[config.mk]
export PLATFORM = sky130hd
export DESIGN_NAME = fir_sym_transposed
export DESIGN_NICKNAME = d
export VERILOG_FILES = /design/src/rtl/fir_sym_pkg.sv /design/src/rtl/fir_stage_reg.sv /design/src/rtl/fir_const_mult.sv /design/src/rtl/fir_tap_cell.sv /design/src/rtl/fir_resize.sv /design/src/rtl/fir_sym_transposed.sv
export SDC_FILE = /design/constraint.sdc
export NUM_CORES = 1
export LEC_CHECK = 0
export CAP_MARGIN = 20
export CORE_ASPECT_RATIO = 1.25
export CORE_UTILIZATION = 69
export CTS_CLUSTER_SIZE = 25
export DETAILED_ROUTE_END_ITERATION = 6
export DONT_BUFFER_PORTS = 1
export PLACE_DENSITY = 0.83
export SLEW_MARGIN = 20
export SYNTH_ARGS = -nofsm -noshare
export SYNTH_HDL_FRONTEND = slang
export SYNTH_SLANG_ARGS = --single-unit
[constraint.sdc]
create_clock -name clk -period 15.6 [get_ports clk]
set_input_delay 3.9 -clock clk [delete_from_list [all_inputs] [get_ports clk]]
set_output_delay 3.9 -clock clk [all_outputs]
set_load 0.01 [all_outputs]
[src/rtl/fir_sym_pkg.sv]
package fir_sym_pkg;

    // Number of coefficient slots a parameter list can carry (64 taps max).
    localparam int COEF_SLOTS = 32;

    // Interpret a raw non-negative parameter as a dw-bit two's-complement value.
    function automatic int coef_signed(int raw, int dw);
        int m;
        m = raw & ((1 << dw) - 1);
        if (m >= (1 << (dw - 1)))
            m = m - (1 << dw);
        return m;
    endfunction

    // Mirrored slot used by tap k of a taps-long symmetric filter.
    function automatic int tap_slot(int k, int taps);
        return (k < taps - 1 - k) ? k : taps - 1 - k;
    endfunction

    // Number of distinct coefficient slots.
    function automatic int uniq_count(int taps);
        return taps / 2 + taps % 2;
    endfunction

    // Full-precision result width.
    function automatic int full_width(int dw, int taps);
        return 2 * dw + $clog2(taps);
    endfunction

    // Output width after the zero-means-full rule.
    function automatic int out_width(int ow, int full);
        return (ow == 0) ? full : ow;
    endfunction

endpackage

[src/rtl/fir_stage_reg.sv]
module fir_stage_reg #(
    parameter int W        = 8,
    parameter bit CLK_FALL = 1'b0,
    parameter int CLR_MODE = 1
) (
    input  logic         clk,
    input  logic         clr,
    input  logic [W-1:0] d,
    output logic [W-1:0] q
);

    logic clr_act;

    generate
        if (CLR_MODE == 1) begin : g_clr_high
            assign clr_act = clr;
        end else if (CLR_MODE == 2) begin : g_clr_low
            assign clr_act = ~clr;
        end else begin : g_clr_none
            logic unused_clr;
            assign unused_clr = clr;
            assign clr_act    = 1'b0;
        end
    endgenerate

    generate
        if (CLK_FALL) begin : g_fall
            always_ff @(negedge clk or posedge clr_act) begin
                if (clr_act)
                    q <= '0;
                else
                    q <= d;
            end
        end else begin : g_rise
            always_ff @(posedge clk or posedge clr_act) begin
                if (clr_act)
                    q <= '0;
                else
                    q <= d;
            end
        end
    endgenerate

endmodule

[src/rtl/fir_const_mult.sv]
module fir_const_mult #(
    parameter int DW       = 8,
    parameter int AW       = 19,
    parameter int COEF_VAL = 1
) (
    input  logic [DW-1:0] x,
    output logic [AW-1:0] p
);

    localparam logic signed [AW-1:0] CW = AW'(COEF_VAL);

    logic signed [AW-1:0] xw;

    assign xw = AW'($signed(x));
    assign p  = AW'(xw * CW);

endmodule

[src/rtl/fir_tap_cell.sv]
module fir_tap_cell #(
    parameter int AW        = 19,
    parameter bit COEF_ZERO = 1'b0,
    parameter bit CLK_FALL  = 1'b0,
    parameter int CLR_MODE  = 1
) (
    input  logic          clk,
    input  logic          clr,
    input  logic [AW-1:0] prod,
    input  logic [AW-1:0] sum_in,
    output logic [AW-1:0] sum_out
);

    logic [AW-1:0] nxt;

    generate
        if (COEF_ZERO) begin : g_pass
            logic unused_prod;
            assign unused_prod = ^prod;
            assign nxt         = sum_in;
        end else begin : g_add
            assign nxt = sum_in + prod;
        end
    endgenerate

    fir_stage_reg #(
        .W       (AW),
        .CLK_FALL(CLK_FALL),
        .CLR_MODE(CLR_MODE)
    ) u_acc (
        .clk(clk),
        .clr(clr),
        .d  (nxt),
        .q  (sum_out)
    );

endmodule

[src/rtl/fir_resize.sv]
module fir_resize #(
    parameter int IW = 19,
    parameter int OW = 19
) (
    input  logic [IW-1:0] a,
    output logic [OW-1:0] y
);

    generate
        if (OW >= IW) begin : g_extend
            assign y = OW'($signed(a));
        end else begin : g_trunc
            logic unused_low;
            assign unused_low = ^a[IW-OW-1:0];
            assign y          = a[IW-1 -: OW];
        end
    endgenerate

endmodule

[src/rtl/fir_sym_transposed.sv]
module fir_sym_transposed
    import fir_sym_pkg::*;
#(
    parameter int D_WIDTH            = 8,
    parameter int TAPS               = 7,
    parameter int COEFS [COEF_SLOTS] = '{0: 3, 1: 250, 2: 0, 3: 100, default: 0},
    parameter int O_WIDTH            = 0,
    parameter bit IO_REG             = 1'b1,
    parameter bit CLK_FALL           = 1'b0,
    parameter int CLR_MODE           = 1,
    localparam int FULL_W            = full_width(D_WIDTH, TAPS),
    localparam int OUT_W             = out_width(O_WIDTH, FULL_W)
) (
    input  logic               clk,
    input  logic               clr,
    input  logic [D_WIDTH-1:0] din,
    output logic [OUT_W-1:0]   dout
);

    localparam int UNIQ  = uniq_count(TAPS);
    localparam int QUIET = TAPS + 2 * int'(IO_REG);
    localparam int QW    = $clog2(QUIET + 1);

    // Largest magnitude the partial sum leaving tap k can reach.
    function automatic longint tail_bound(int k);
        longint acc;
        int     c;
        acc = 0;
        for (int j = k; j < TAPS; j++) begin
            c   = coef_signed(COEFS[tap_slot(j, TAPS)], D_WIDTH);
            acc = acc + longint'((c < 0) ? -c : c) * (longint'(1) << (D_WIDTH - 1));
        end
        return acc;
    endfunction

    logic [D_WIDTH-1:0] x_core;
    logic [FULL_W-1:0]  prods [UNIQ];
    logic [FULL_W-1:0]  stage [TAPS+1];
    logic [OUT_W-1:0]   sized;

    // ---------------------------------------------------------------- input
    generate
        if (IO_REG) begin : g_in_reg
            fir_stage_reg #(
                .W       (D_WIDTH),
                .CLK_FALL(CLK_FALL),
                .CLR_MODE(CLR_MODE)
            ) u_in (
                .clk(clk),
                .clr(clr),
                .d  (din),
                .q  (x_core)
            );
        end else begin : g_in_wire
            assign x_core = din;
        end
    endgenerate

    // ------------------------------------------ one product per unique slot
    generate
        for (genvar s = 0; s < UNIQ; s++) begin : g_prod
            localparam int CV = coef_signed(COEFS[s], D_WIDTH);
            if (CV == 0) begin : g_none
                assign prods[s] = '0;
            end else begin : g_mult
                fir_const_mult #(
                    .DW      (D_WIDTH),
                    .AW      (FULL_W),
                    .COEF_VAL(CV)
                ) u_mul (
                    .x(x_core),
                    .p(prods[s])
                );
            end
        end
    endgenerate

    // --------------------------------------------- transposed adder chain
    assign stage[TAPS] = '0;

    generate
        for (genvar k = 0; k < TAPS; k++) begin : g_tap
            localparam int SLOT = tap_slot(k, TAPS);
            localparam bit ZERO = (coef_signed(COEFS[SLOT], D_WIDTH) == 0);
            fir_tap_cell #(
                .AW       (FULL_W),
                .COEF_ZERO(ZERO),
                .CLK_FALL (CLK_FALL),
                .CLR_MODE (CLR_MODE)
            ) u_cell (
                .clk    (clk),
                .clr    (clr),
                .prod   (prods[SLOT]),
                .sum_in (stage[k+1]),
                .sum_out(stage[k])
            );
        end
    endgenerate

    // -------------------------------------------------------------- output
    fir_resize #(
        .IW(FULL_W),
        .OW(OUT_W)
    ) u_size (
        .a(stage[0]),
        .y(sized)
    );

    generate
        if (IO_REG) begin : g_out_reg
            fir_stage_reg #(
                .W       (OUT_W),
                .CLK_FALL(CLK_FALL),
                .CLR_MODE(CLR_MODE)
            ) u_out (
                .clk(clk),
                .clr(clr),
                .d  (sized),
                .q  (dout)
            );
        end else begin : g_out_wire
            assign dout = sized;
        end
    endgenerate

    // ----------------------------------------------------- checking support
    logic          ck_s;
    logic          clr_act;
    logic          past_ok;
    logic [QW-1:0] zcnt;

    assign ck_s    = CLK_FALL ? ~clk : clk;
    assign clr_act = (CLR_MODE == 1) ? clr : ((CLR_MODE == 2) ? ~clr : 1'b0);

    always_ff @(posedge ck_s or posedge clr_act) begin
        if (clr_act)
            past_ok <= 1'b0;
        else
            past_ok <= 1'b1;
    end

    always_ff @(posedge ck_s or posedge clr_act) begin
        if (clr_act)
            zcnt <= QW'(QUIET);
        else if (din != '0)
            zcnt <= '0;
        else if (zcnt != QW'(QUIET))
            zcnt <= zcnt + 1'b1;
    end


    quiet_out_chk: assert property (@(posedge ck_s) disable iff (clr_act)
        (zcnt == QW'(QUIET)) |-> (dout == '0));

    generate
        if (IO_REG) begin : g_in_chk

            in_stage_chk: assert property (@(posedge ck_s) disable iff (clr_act || !past_ok)
                x_core == $past(din));
        end
        if (OUT_W > FULL_W) begin : g_sext_chk

            sign_ext_chk: assert property (@(posedge ck_s) disable iff (clr_act)
                ($countones(dout[OUT_W-1 -: OUT_W-FULL_W+1]) == 0) ||
                ($countones(dout[OUT_W-1 -: OUT_W-FULL_W+1]) == OUT_W-FULL_W+1));
        end
        for (genvar k = 0; k < TAPS; k++) begin : g_stage_chk
            localparam longint BND = tail_bound(k);

            stage_range_chk: assert property (@(posedge ck_s) disable iff (clr_act)
                (longint'($signed(stage[k])) <= BND) &&
                (longint'($signed(stage[k])) >= -BND));
            if (coef_signed(COEFS[tap_slot(k, TAPS)], D_WIDTH) == 0) begin : g_zero

                zero_tap_chk: assert property (@(posedge ck_s) disable iff (clr_act || !past_ok)
                    stage[k] == $past(stage[k+1]));
            end
        end
    endgenerate

endmodule

Yosys cells after proc, flatten, opt, wreduce, memory -nomap -nowiden
Index checks and enable logic that the tools add are counted.
{"block": "classes", "add_sub_neg": 4, "mul": 3}
{"op": "$add 19x19->19", "count": 3}
{"op": "$mul 8x3->11 const B", "count": 2}
{"op": "$mul 8x6->14 const B", "count": 1}
{"op": "$add 11x12->13", "count": 1}
{"block": "totals", "elab_cells": 16, "in_bits": 10, "register_bits": 152}

Longest topological paths before layout
{"block": "logic_depth", "word_depth": 2, "ltp_mapped": 20, "depth_no_buf": 20}

By module
From an unflattened synthesis, not the netlist that was laid out.
{"block": "hier_totals", "hier_cells": 1023, "area_unflattened_um2": 10420.0}
{"module": "fir_stage_reg (g_out_reg.u_out ...)", "area_each_um2": 479.2, "cells_per_inst": 20, "instances": 8, "seq_area_each_um2": 475.5}
{"module": "fir_tap_cell (g_tap[0].u_cell ...)", "area_each_um2": 847.1, "cells_per_inst": 117, "instances": 4, "seq_area_each_um2": 0.0}
{"module": "fir_tap_cell (g_tap[6].u_cell)", "area_each_um2": 927.1, "cells_per_inst": 132, "instances": 1, "seq_area_each_um2": 0.0}
{"module": "fir_const_mult (g_prod[3].g_mult.u_mul)", "area_each_um2": 877.1, "cells_per_inst": 105, "instances": 1, "seq_area_each_um2": 0.0}
{"module": "fir_const_mult (g_prod[1].g_mult.u_mul)", "area_each_um2": 588.1, "cells_per_inst": 74, "instances": 1, "seq_area_each_um2": 0.0}
{"module": "fir_const_mult (g_prod[0].g_mult.u_mul)", "area_each_um2": 455.4, "cells_per_inst": 55, "instances": 1, "seq_area_each_um2": 0.0}
{"module": "fir_stage_reg (g_in_reg.u_in)", "area_each_um2": 203.9, "cells_per_inst": 9, "instances": 1, "seq_area_each_um2": 200.2}
{"module": "fir_resize", "area_each_um2": 142.6, "cells_per_inst": 19, "instances": 1, "seq_area_each_um2": 0.0}
{"module": "fir_sym_transposed", "area_each_um2": 3.8, "cells_per_inst": 1, "instances": 1, "seq_area_each_um2": 0.0}

Worst setup path before layout
No wires, ideal clock.
{"block": "synth_timing", "path_type": "reg-to-output", "startpoint": "register g_out_reg.u_out.q[0]", "endpoint": "output dout[0]", "path_stages_with_launch": 1, "setup_slack_ps": 11324, "arrival_time_ps": 376, "required_ps": 11700, "path_buffers": 0, "path_cell_list": "dfrtp_1"}
{"element": "start: declaration", "line": "fir_stage_reg.sv:9", "rtl": "output logic [W-1:0] q"}
{"element": "start signal: assignment", "line": "fir_stage_reg.sv:37", "rtl": "q <= '0;"}
{"element": "start signal: assignment", "line": "fir_stage_reg.sv:39", "rtl": "q <= d;"}
{"element": "end: declaration", "line": "fir_sym_transposed.sv:17", "rtl": "output logic [OUT_W-1:0] dout"}
No word-level cell between the ends.

Worst setup path after layout
{"block": "layout_timing", "startpoint": "register g_in_reg.u_in.q[1]", "endpoint": "register g_tap[1].u_cell.u_acc.q[16]"}
{"block": "layout_between", "elab_chain_len": 2}
{"element": "start: declaration", "line": "fir_stage_reg.sv:9"}
{"element": "start signal: assignment", "line": "fir_stage_reg.sv:37"}
{"element": "start signal: assignment", "line": "fir_stage_reg.sv:39"}
{"element": "$mul 8x3->11", "line": "fir_const_mult.sv:15", "rtl": "assign p = AW'(xw * CW);"}
{"element": "$add 19x19->19", "line": "fir_tap_cell.sv:22", "rtl": "assign nxt = sum_in + prod;"}
{"element": "named net g_tap[1].u_cell.nxt[16]", "line": "fir_tap_cell.sv:14", "rtl": "logic [AW-1:0] nxt;"}
{"element": "end signal: assignment", "line": "fir_stage_reg.sv:37"}
{"element": "end signal: assignment", "line": "fir_stage_reg.sv:39"}
{"element": "end: declaration", "line": "fir_stage_reg.sv:9"}
The timed path passes the listed nets, and every way through them passes these cells.

==> key figures <==
Run status
  • Status: completed

Drt
  • Routed WL per cell: 17.8 µm
  • Vias: 5008
  • Post-route ant nets: 0
  • 1st-pass router iterations: 4
  • Wirelength, routed: 14.8 mm
  • Vias per cell: 5.99
  • DRT iter0 DRCs: 221
  • DRC viols: 0

Clock tree
  • Clock Root Buffer: clkbuf_16
  • Clock latency at the later pin of the worst-skew pair: 0.43 ns
  • CTS Hold Bufs: 0
  • CTS resizes: 0
  • CTS tree: built
  • Clk buf depth: 2
  • CTS clk-pin slew, worst paths: 0.06 ns
  • Total CTS buffers: 17
  • H-tree depth: 4
  • Sink Count: 140
  • Post-CTS setup buffers: 0

Timing
  • Fmax: 209 MHz
  • Max-slew violation count: 0
  • Finish-stage setup viols: 0
  • Minimum clock period: 4.78 ns
  • Setup tns final: 0 ns
  • Clock skew after layout: 0.0115 ns
  • Hold Vio Cnt, Final: 0
  • Worst setup margin: 10.82 ns
  • Slew headroom: 43.0%
  • Final period util: 30.6%
  • Hold_ws: 0.347 ns
  • Worst Tran Pin Value: 0.849 ns
  • RSZ-0062 raised after global routing: false

Global route
  • First-pass GRT wire length: 24.5 mm
  • All-Layer GR Usage: 28.5%
  • Number of global-route vias before repair: 5445
  • Total gr overflow: 0
  • Pin count of the biggest net entering global routing: 74
  • Initial antenna violation count: 0

Layout
  • Commonest non-fill, non-tap cell in the layout: dfrtp_1
  • Synth-to-layout area growth: 9.56%
  • Highest-count cells in the layout ignoring fill and taps: dfrtp_1 (140), ha_1 (113), inv_1 (62)
  • Antenna diodes: 0
  • Final Instance Area: 8390 µm²
  • Net count, final: 827
  • Share of cells above drive strength 1: 6.82%

Pwr
  • Leakage: 0.00404 µW
  • Pwr/cell area: 220 nW/µm²
  • Max VDD drop: 0.104 mV

Min path
  • Hold Path End: g_out_reg.u_out.q[17]$_DFF_PP0_
  • Hold Path Origin: g_tap[0].u_cell.u_acc.q[17]$_DFF_PP0_
  • WHS Path Cells: 0
  • Hold WC Path Type: reg -> reg

Placement
  • Input/output buffers: 0
  • Dpl ws: 10.37 ns
  • Area after DPL: 7820 µm²
  • GP Congestion: 0.866
  • Dpl hpwl: 10.6 mm

Synthesis
  • Fraction of registers with async set/reset: 100%
  • Flops & latches, synth: 140
  • Synth Instances: 673
  • Avg Cell Area, Syn: 11.4 µm²
  • EDFF count, synth: 0
  • Post-Synthesis Cell Area: 7650 µm²
  • Syn Nets: 809
  • Sequential-to-total area share from yosys stat: 45.8%
  • Synth Warn #: 0
  • Synth unique cells: 57
  • Synth Flop Type: dfrtp_1

Worst setup path
  • R2r startpoint: g_in_reg.u_in.q[1]$_DFF_PP0_
  • Critical path class: reg -> reg
  • Critical path required time: 15.94 ns
  • Startpoint Class: flip-flop
  • Critical Path Fanout Max: 9
  • Worst r2r dst: g_tap[1].u_cell.u_acc.q[16]$_DFF_PP0_
  • Worst setup EP type: flip-flop
  • R2R Setup Slk: 10.82 ns
  • Path depth of the worst reg2reg path: 17
  • WP data arrival: 5.12 ns

Die
  • Core area: 10700 µm²
  • DIE AREA: 11500 µm²
  • Die W: 96.2 µm
  • I/O pins: 29
  • Die H: 120 µm
  • Placement Rows: 42
  • Starting Density: 71.7%

Run
  • Max Cap Viol: 0
-- where the power goes --
part / switching (µW) / internal [µW]
combinational: 492 / 381
sequential: 68.0 / 527
clock: 155 / 224
-- how the worst max path moves through the flow --
stage	startpoint	end	slack, ns	depth (start not counted)
final	g_in_reg.u_in.q[1]$_DFF_PP0_	g_tap[1].u_cell.u_acc.q[16]$_DFF_PP0_	10.82	17
after detailed placement	clr	g_tap[4].u_cell.u_acc.q[6]$_DFF_PP0_	10.37	2
after floorplan	clr	g_in_reg.u_in.q[0]$_DFF_PP0_	7.95	1
after global placement	clr	g_in_reg.u_in.q[4]$_DFF_PP0_	10.43	2
after CTS	clr	g_tap[4].u_cell.u_acc.q[6]$_DFF_PP0_	10.82	2
after global routing	g_in_reg.u_in.q[1]$_DFF_PP0_	g_tap[1].u_cell.u_acc.q[16]$_DFF_PP0_	10.43	17
-- routing by layer --
layer	up-vias	GRT usage [%]	routed length [µm]
met1	2457	31.8	5890
met2	121	50.1	7950
met3	48	7.03	512
met4	0	13.1	499
met5	-	0	0
li1	2382	-	-
-- kinds of logic (layout without fill, tap and decap cells) --
family                     after synthesis  after routing  share of synthesized area [%]
adders and majority gates              126            126                           21.9
and+or+nand+nor                        117            117                           7.59
AOI/OAI and AO/OA                      157            157                           13.6
xor gates and xnor gates                68             68                           7.96
DFF                                    140            140                           45.8
buffers and inverters                   65             96                           3.19
-- sequential cells by signal, summed over array words and instances (netlist names) --
register	flops
g_in_reg.u_in.q	8
g_out_reg.u_out.q	19
g_tap.u_cell.u_acc.q	113
-- synthesized netlist by cell type, types with 2 or more instances --
library cell	number	share of area [%]
nand2_1	14	0.69
o31ai_1	3	0.29
nor3_1	10	0.65
a21boi_1	3	0.29
a211oi_1	7	0.69
dfrtp_1	140	46
or3_1	2	0.16
o21ai_0	25	1.6
ha_1	113	18
or2_2	3	0.25
a311o_1	2	0.26
a221oi_1	2	0.23
nor2b_1	15	1.2
nor2_1	46	2.3
nor3b_1	2	0.20
a21o_1	23	2.3
and4_1	2	0.23
a31o_2	2	0.23
a31oi_1	4	0.33
a2111oi_0	2	0.23
o21ai_1	5	0.33
fa_1	13	3.4
and2_1	5	0.41
nand3_1	5	0.33
a21oi_1	45	2.9
inv_1	63	3.1
nand2b_1	6	0.49
o21bai_1	4	0.39
xnor2_1	53	6.1
o21a_1	13	1.3
xor2_1	14	1.6
and3_1	2	0.16
-- per-stage QoR --
step	cells	util (%)	total power (µW)
global placement	804	73.3	1400
CTS	836	78.6	1840
finish	836	78.6	1850
floorplan	673	-	1260
global route	836	78.6	1970
detailed placement	804	73.3	1440
-- final cells by class --
cell class,instances,area (µm²)
Sequential cell,140,3500
Clock inverter,13,119
Multi-Input combinational cell,468,3910
Inverter,63,241
Tap cell,132,165
Timing Repair Buffer,1,7.51
Fill cell,633,2280
Clock buffer,19,443
-- worst max-delay path, cell delays in order, from the launching register on --
cell,delay (ns)
dfrtp_1,0.49
inv_1,0.23
ha_1,0.27
ha_1,0.30
ha_1,0.30
a21oi_1,0.20
nor2b_1,0.09
a31oi_1,0.22
a21oi_1,0.12
xnor2_1,0.67
ha_1,0.43
a21oi_1,0.20
o21ai_0,0.12
a2111oi_0,0.42
nor3_1,0.11
a41o_1,0.22
a21oi_1,0.17
xnor2_1,0.13
Note: power is estimated with default switching activity, not from simulation.
